### src/rtl/csel_pkg.sv
package csel_pkg;
    localparam int ADDR_W_DEF  = 20;
    localparam int CTL_W_DEF   = 16;
    localparam int BLOCK_W_DEF = 10;
    localparam int SLICE_W_DEF = 7;
    localparam int NUM_PCS_DEF = 7;
    localparam int UP_W_DEF    = 8;
    localparam int WAIT_W      = 2;

    // timing field of a control word: bit 2 ignores ready, bits 1:0 wait states
    typedef struct packed {
        logic              ign_rdy;
        logic [WAIT_W-1:0] waits;
    } wcfg_t;

    localparam wcfg_t WCFG_UNSEL = '{ign_rdy: 1'b0, waits: '0};
endpackage

### src/rtl/csel_regs.sv
module csel_regs #(
    parameter int              CTL_W     = 16,
    parameter logic [15:0]     UPPER_RST = 16'hE03F
) (
    input  logic             clk,
    input  logic             rst_n,
    input  logic             reg_we,
    input  logic             reg_sel,
    input  logic [CTL_W-1:0] reg_wdata,
    output logic [CTL_W-1:0] upper_o,
    output logic [CTL_W-1:0] per_o,
    output logic             per_on_o
);
    typedef struct packed {
        logic [CTL_W-1:0] upper;
        logic [CTL_W-1:0] per;
        logic             per_on;
    } regs_t;

    regs_t regs_d, regs_q;

    always_comb begin
        regs_d = regs_q;
        if (reg_we) begin
            if (reg_sel) begin
                regs_d.per    = reg_wdata;
                regs_d.per_on = 1'b1;
            end else begin
                regs_d.upper  = reg_wdata;
            end
        end
    end

    always_ff @(posedge clk or negedge rst_n) begin
        if (!rst_n) begin
            regs_q.upper  <= CTL_W'(UPPER_RST);
            regs_q.per    <= '0;
            regs_q.per_on <= 1'b0;
        end else begin
            regs_q <= regs_d;
        end
    end

    assign upper_o  = regs_q.upper;
    assign per_o    = regs_q.per;
    assign per_on_o = regs_q.per_on;
endmodule

### src/rtl/csel_decode.sv
module csel_decode
    import csel_pkg::*;
#(
    parameter int ADDR_W  = 20,
    parameter int CTL_W   = 16,
    parameter int BLOCK_W = 10,
    parameter int SLICE_W = 7,
    parameter int NUM_PCS = 7,
    parameter int UP_W    = 8
) (
    input  logic               valid_i,
    input  logic               mem_i,
    input  logic [ADDR_W-1:0]  addr_i,
    input  logic [CTL_W-1:0]   upper_i,
    input  logic [CTL_W-1:0]   per_i,
    input  logic               per_on_i,
    output logic               ucs_n_o,
    output logic [NUM_PCS-1:0] pcs_n_o,
    output wcfg_t              cfg_o
);
    localparam int BASE_W = ADDR_W - BLOCK_W;
    localparam int IDX_W  = BLOCK_W - SLICE_W;
    localparam int SPACE_BIT = CTL_W - BASE_W - 1;
    localparam int CFG_W  = $bits(wcfg_t);

    logic               up_hit;
    logic               blk_hit;
    logic [IDX_W-1:0]   slice;
    logic [NUM_PCS-1:0] pcs_hit;
    logic               any_pcs;

    // window runs from the programmed lower bound up to the top of the space
    assign up_hit  = mem_i && (addr_i[ADDR_W-1 -: UP_W] >= upper_i[CTL_W-1 -: UP_W]);
    assign blk_hit = per_on_i && (mem_i == per_i[SPACE_BIT])
                     && (addr_i[ADDR_W-1 -: BASE_W] == per_i[CTL_W-1 -: BASE_W]);
    assign slice   = addr_i[BLOCK_W-1:SLICE_W];

    for (genvar k = 0; k < NUM_PCS; k++) begin : g_slice
        assign pcs_hit[k] = blk_hit && (slice == IDX_W'(k));
    end

    assign any_pcs = |pcs_hit;
    assign ucs_n_o = !(valid_i && up_hit && !any_pcs);
    assign pcs_n_o = ~(pcs_hit & {NUM_PCS{valid_i}});

    always_comb begin
        if (any_pcs)     cfg_o = wcfg_t'(per_i[CFG_W-1:0]);
        else if (up_hit) cfg_o = wcfg_t'(upper_i[CFG_W-1:0]);
        else             cfg_o = WCFG_UNSEL;
    end
endmodule

### src/rtl/csel_wait.sv
module csel_wait
    import csel_pkg::*;
(
    input  logic  clk,
    input  logic  rst_n,
    input  logic  valid_i,
    input  wcfg_t cfg_i,
    input  logic  ext_rdy_i,
    output logic  rdy_o
);
    typedef struct packed {
        logic              active;
        logic [WAIT_W-1:0] cnt;
    } wst_t;

    wst_t wst_d, wst_q;
    logic [WAIT_W-1:0] cnt_eff;

    always_comb begin
        // first clock of a cycle loads the count straight from the decode
        cnt_eff      = wst_q.active ? wst_q.cnt : cfg_i.waits;
        rdy_o        = valid_i && (cnt_eff == '0) && (cfg_i.ign_rdy || ext_rdy_i);
        wst_d.active = valid_i;
        if (!valid_i || cnt_eff == '0) wst_d.cnt = '0;
        else                           wst_d.cnt = cnt_eff - WAIT_W'(1);
    end

    always_ff @(posedge clk or negedge rst_n) begin
        if (!rst_n) wst_q <= '0;
        else        wst_q <= wst_d;
    end
endmodule

### src/rtl/csel_unit.sv
module csel_unit
    import csel_pkg::*;
#(
    parameter int ADDR_W  = ADDR_W_DEF,
    parameter int CTL_W   = CTL_W_DEF,
    parameter int BLOCK_W = BLOCK_W_DEF,
    parameter int SLICE_W = SLICE_W_DEF,
    parameter int NUM_PCS = NUM_PCS_DEF,
    parameter int UP_W    = UP_W_DEF
) (
    input  logic               clk,
    input  logic               rst_n,
    input  logic               reg_we,
    input  logic               reg_sel,
    input  logic [CTL_W-1:0]   reg_wdata,
    input  logic               cyc_valid,
    input  logic               cyc_mem,
    input  logic [ADDR_W-1:0]  cyc_addr,
    input  logic               ext_rdy,
    output logic               ucs_n,
    output logic [NUM_PCS-1:0] pcs_n,
    output logic               rdy_out
);
    logic [CTL_W-1:0] upper_w;
    logic [CTL_W-1:0] per_w;
    logic             per_on;
    wcfg_t            cfg;

    csel_regs #(.CTL_W(CTL_W)) i_regs (
        .clk      (clk),
        .rst_n    (rst_n),
        .reg_we   (reg_we),
        .reg_sel  (reg_sel),
        .reg_wdata(reg_wdata),
        .upper_o  (upper_w),
        .per_o    (per_w),
        .per_on_o (per_on)
    );

    csel_decode #(
        .ADDR_W (ADDR_W),
        .CTL_W  (CTL_W),
        .BLOCK_W(BLOCK_W),
        .SLICE_W(SLICE_W),
        .NUM_PCS(NUM_PCS),
        .UP_W   (UP_W)
    ) i_decode (
        .valid_i (cyc_valid),
        .mem_i   (cyc_mem),
        .addr_i  (cyc_addr),
        .upper_i (upper_w),
        .per_i   (per_w),
        .per_on_i(per_on),
        .ucs_n_o (ucs_n),
        .pcs_n_o (pcs_n),
        .cfg_o   (cfg)
    );

    csel_wait i_wait (
        .clk      (clk),
        .rst_n    (rst_n),
        .valid_i  (cyc_valid),
        .cfg_i    (cfg),
        .ext_rdy_i(ext_rdy),
        .rdy_o    (rdy_out)
    );
endmodule

### config.mk
export PLATFORM = sky130hd
export DESIGN_NAME = csel_unit
export DESIGN_NICKNAME = d
export VERILOG_FILES = /design/src/rtl/csel_pkg.sv /design/src/rtl/csel_regs.sv /design/src/rtl/csel_decode.sv /design/src/rtl/csel_wait.sv /design/src/rtl/csel_unit.sv
export SDC_FILE = /design/constraint.sdc
export NUM_CORES = 1
export LEC_CHECK = 0
export BUFFER_PORTS_ARGS = -buffer_cell sky130_fd_sc_hd__buf_2
export CORE_ASPECT_RATIO = 1.1
export CORE_MARGIN = 3
export CORE_UTILIZATION = 35
export DETAILED_ROUTE_END_ITERATION = 10
export GPL_TIMING_DRIVEN = 0
export PLACE_DENSITY = 0.57
export SKIP_LAST_GASP = 1
export SLEW_MARGIN = 20
export SYNTH_ARGS = -nofsm -noshare
export SYNTH_HDL_FRONTEND = slang
export SYNTH_SLANG_ARGS = --single-unit
### constraint.sdc
create_clock -name clk -period 3.3 [get_ports clk]
set_input_delay 0.165 -clock clk [delete_from_list [all_inputs] [get_ports clk]]
set_output_delay 0.165 -clock clk [all_outputs]
set_load 0.01 [all_outputs]
==> run_results.csv <==
group,metric,value,unit
outcome,status,"completed",
synth,syn_area_per_cell,11.2,um2
global_routing,grt_start_max_net_pins,30,
setup_path,worstPathRequired,3.13,ns
routing,wl_per_cell,13.9,um
synth,yosysUniqueCellTypes,34,
timing,fin_crit,2.75,ns
place,gp_congestion,0.838,
place,io_buffers,42,
layout,antenna_cells,0,
routing,route.detailed.drc,0,
synth,ys.flop_type,"dfrtp_1",
synth,ys_warn_count,0,
pwr,irDropWorstVdd,0.367,mV
layout,drive_above_1_share,0.423,
routing,drt_pass1_iterations,4,
clock_tree,cts_num_sinks,29,
clock_tree,cts_root_buf,"clkbuf_8",
synth,synth_async_sr_flop_share,1.00,
layout,num-nets-final,245,
synth,ys_seq_area_frac,0.456,
routing,first_iter_violations,25,
timing,fmax,364,MHz
timing,drv_slew,0,
timing,maxSlewHeadroom,0.565,
synth,yosysMostFrequentCell,"dfrtp_1",
place,hpwlAfterDp,2700,um
pwr,cellPowerDensity,480,nW/um2
routing,drtAntennaViolNets,0,
synth,syn-cell-area,1610,um2
layout,fin_cells,248,
pwr,p_leak,0.896,nW
timing,fin_crit_sh,0.833,
global_routing,grt_pass1_vias,1231,
setup_path,path_class,"register to output pin",
clock_tree,clock_latency,0.27,ns
global_routing,grt_usage,0.136,
flow_run,maxCapViolCount,0,
timing,setup_tns,0,ns
place,post-place-ws,0.824,ns
floorplan,die-area,5440,um2
setup_path,cp_cell_sequence,"inv_1, ha_1, and3_1, a221oi_1, o22a_1, nor2_1, a31oi_1, ha_1, o311a_1, buf_2",
synth,ys_ff_latch,29,
synth,yosys.area.top_type,"dfrtp_1",
clock_tree,cts_max_path_buffers,2,
timing,hold_viol_final,0,
pwr,finalPower,0.958,mW
clock_tree,cts_tree,"built",
clock_tree,htree_levels,2,
timing,worst_pin_slew,0.652,ns
layout,syn_to_final_growth,24.2,%
setup_path,arrival,2.58,ns
synth,synth-edff-count,0,
clock_tree,cts_setup_buffers,0,
place,dp_cells,239,
clock_tree,cts_resized,0,
setup_path,cp_top_family,"compound AO/OA/AOI/OAI gates",
timing,grt_setup_unrepaired,"no",
timing,setup-violations-final,0,
synth,synth_top_area_frac,0.358,
floorplan,die_y,77.1,um
timing,fin_skew,0.00449,ns
clock_tree,cts_made_buffers,5,
floorplan,start_util,0.369,
floorplan,io_pins,52,
synth,syn-num-nets,195,
global_routing,grt_first_pass_wirelength,5800,um
clock_tree,ctsHoldBuffers,1,
setup_path,crit_path_end_kind,"output pin",
floorplan,rows,25,
layout,design_area,2000,um2
setup_path,start_kind,"register",
floorplan,core_area,4350,um2
clock_tree,clk_pin_slew,0.06,ns
synth,synth.area.top_cells,"dfrtp_1 (36%), mux2_2 (13%), dfstp_2 (9.8%)",
floorplan,fp.dieW,70.6,um
setup_path,cp_common_cell,"ha_1",
timing,postLayoutSetupSlackWorst,0.550,ns
routing,drt-total-wl,3440,um
setup_path,crit_fanout,3,
routing,viasPerCell,4.97,
setup_path,crit_buf_inv,2,
place,placed_area,1880,um2
global_routing,grt_overflow,0,
layout,n_fill_cell,435,
global_routing,grt_antenna_before_repair,0,
min_path,min_path_type,"input pin to register",
synth,syn_inst,143,
setup_path,cpMaxStageDelayCell,"dfstp_2",
routing,num_vias,1233,
setup_path,cp_slowest_stage_delay,0.51,ns
synth,synthTopCellsByCount,"dfrtp_1 (23), mux2_2 (18), nand2_1 (16)",
## cell families (layout without fill, tap and decap cells)
logic type | Yosys count | count (layout) | synth area share
muxes | 18 | 18 | 0.126
xor gates and xnor gates | 11 | 11 | 0.0787
DFF | 29 | 29 | 0.456
AOI/OAI and AO/OA | 19 | 19 | 0.0826
adders and majority gates | 9 | 9 | 0.0701
buffers and inverters | 13 | 64 | 0.0304
and+or+nand+nor | 44 | 44 | 0.156
## routing by layer
metal,vias up,track usage,part of all wire
li1,600,-,-
met1,596,0.174,0.45
met2,33,0.217,0.48
met3,4,0.0419,0.060
met4,0,0.0432,0.011
met5,-,0,0
## final timing paths
| kind | startpoint | endpoint | slack (ns) | cells after the start |
|---|---|---|---|---|
| worst max-delay path | i_regs.upper_o[14] | rdy_out | 0.55 | 10 |
| worst min-delay path | cyc_valid | i_wait.wst_q[2] | 0.07 | 1 |
| worst max register to register | i_regs.upper_o[14] | i_wait.wst_q[0] | 0.87 | 10 |
| worst min register to register | i_regs.per_on_o | i_regs.per_on_o | 0.50 | 1 |
| max in group asynchronous | rst_n | i_regs.per_on_o | 2.43 | 2 |
| min in group asynchronous | rst_n | i_regs.per_o[5] | 0.45 | 2 |
## flip-flops by register name, indices dropped and copies added, names as in the netlist
register,count
i_regs.per_o,14
i_regs.upper_o,11
i_wait.wst_q,3
i_regs.per_on_o,1
## cells in the final DEF (no fill, tap or decap), drive strengths merged, types with 2 or more instances in the layout
cell type,n
inv,10
nand2,16
buf,42
ha,9
nor3b,3
dfstp,6
o21ai,9
mux2,18
a21o,2
dfrtp,23
nand2b,3
nor2,4
clkbuf,10
xnor2,11
and3,3
nand4,6
nor2b,3
## per-stage QoR
stage,hold slack [ns],utilization
floorplan,-0.131,-
global placement,0.219,0.433
detailed placement,0.231,0.433
CTS,0.0669,0.459
global route,0.0700,0.459
finish,0.0705,0.459
## final cells by class
cell class              count  area (um2)  share of cell area
flip-flops and latches     29         733               0.367
clock inverters             1        5.00             0.00251
well taps                  54        67.6              0.0339
plain buffers               3        11.3             0.00564
repair buffers             43         220               0.110
multi-input cells         101         825               0.413
inverters                  10        37.5              0.0188
clock buffers               7        96.3              0.0483
## worst register-to-register path, cell delays in order, from the launching register on
cell       delay, ns
dfstp_2         0.51
inv_1           0.05
ha_1            0.28
and3_1          0.18
o2111ai_1       0.12
o22a_1          0.25
nor3b_1         0.26
o22ai_1         0.13
ha_1            0.21
nand2b_1        0.17
a311oi_2        0.19
## where the power goes
part / switching [mW] / total [mW] / internal, mW / leakage (nW)
sequential: 0.0277 / 0.438 / 0.410 / 0.335
combinational: 0.0985 / 0.201 / 0.103 / 0.506
clock: 0.131 / 0.319 / 0.188 / 0.0542
Note: power is estimated with default switching activity, not from simulation.
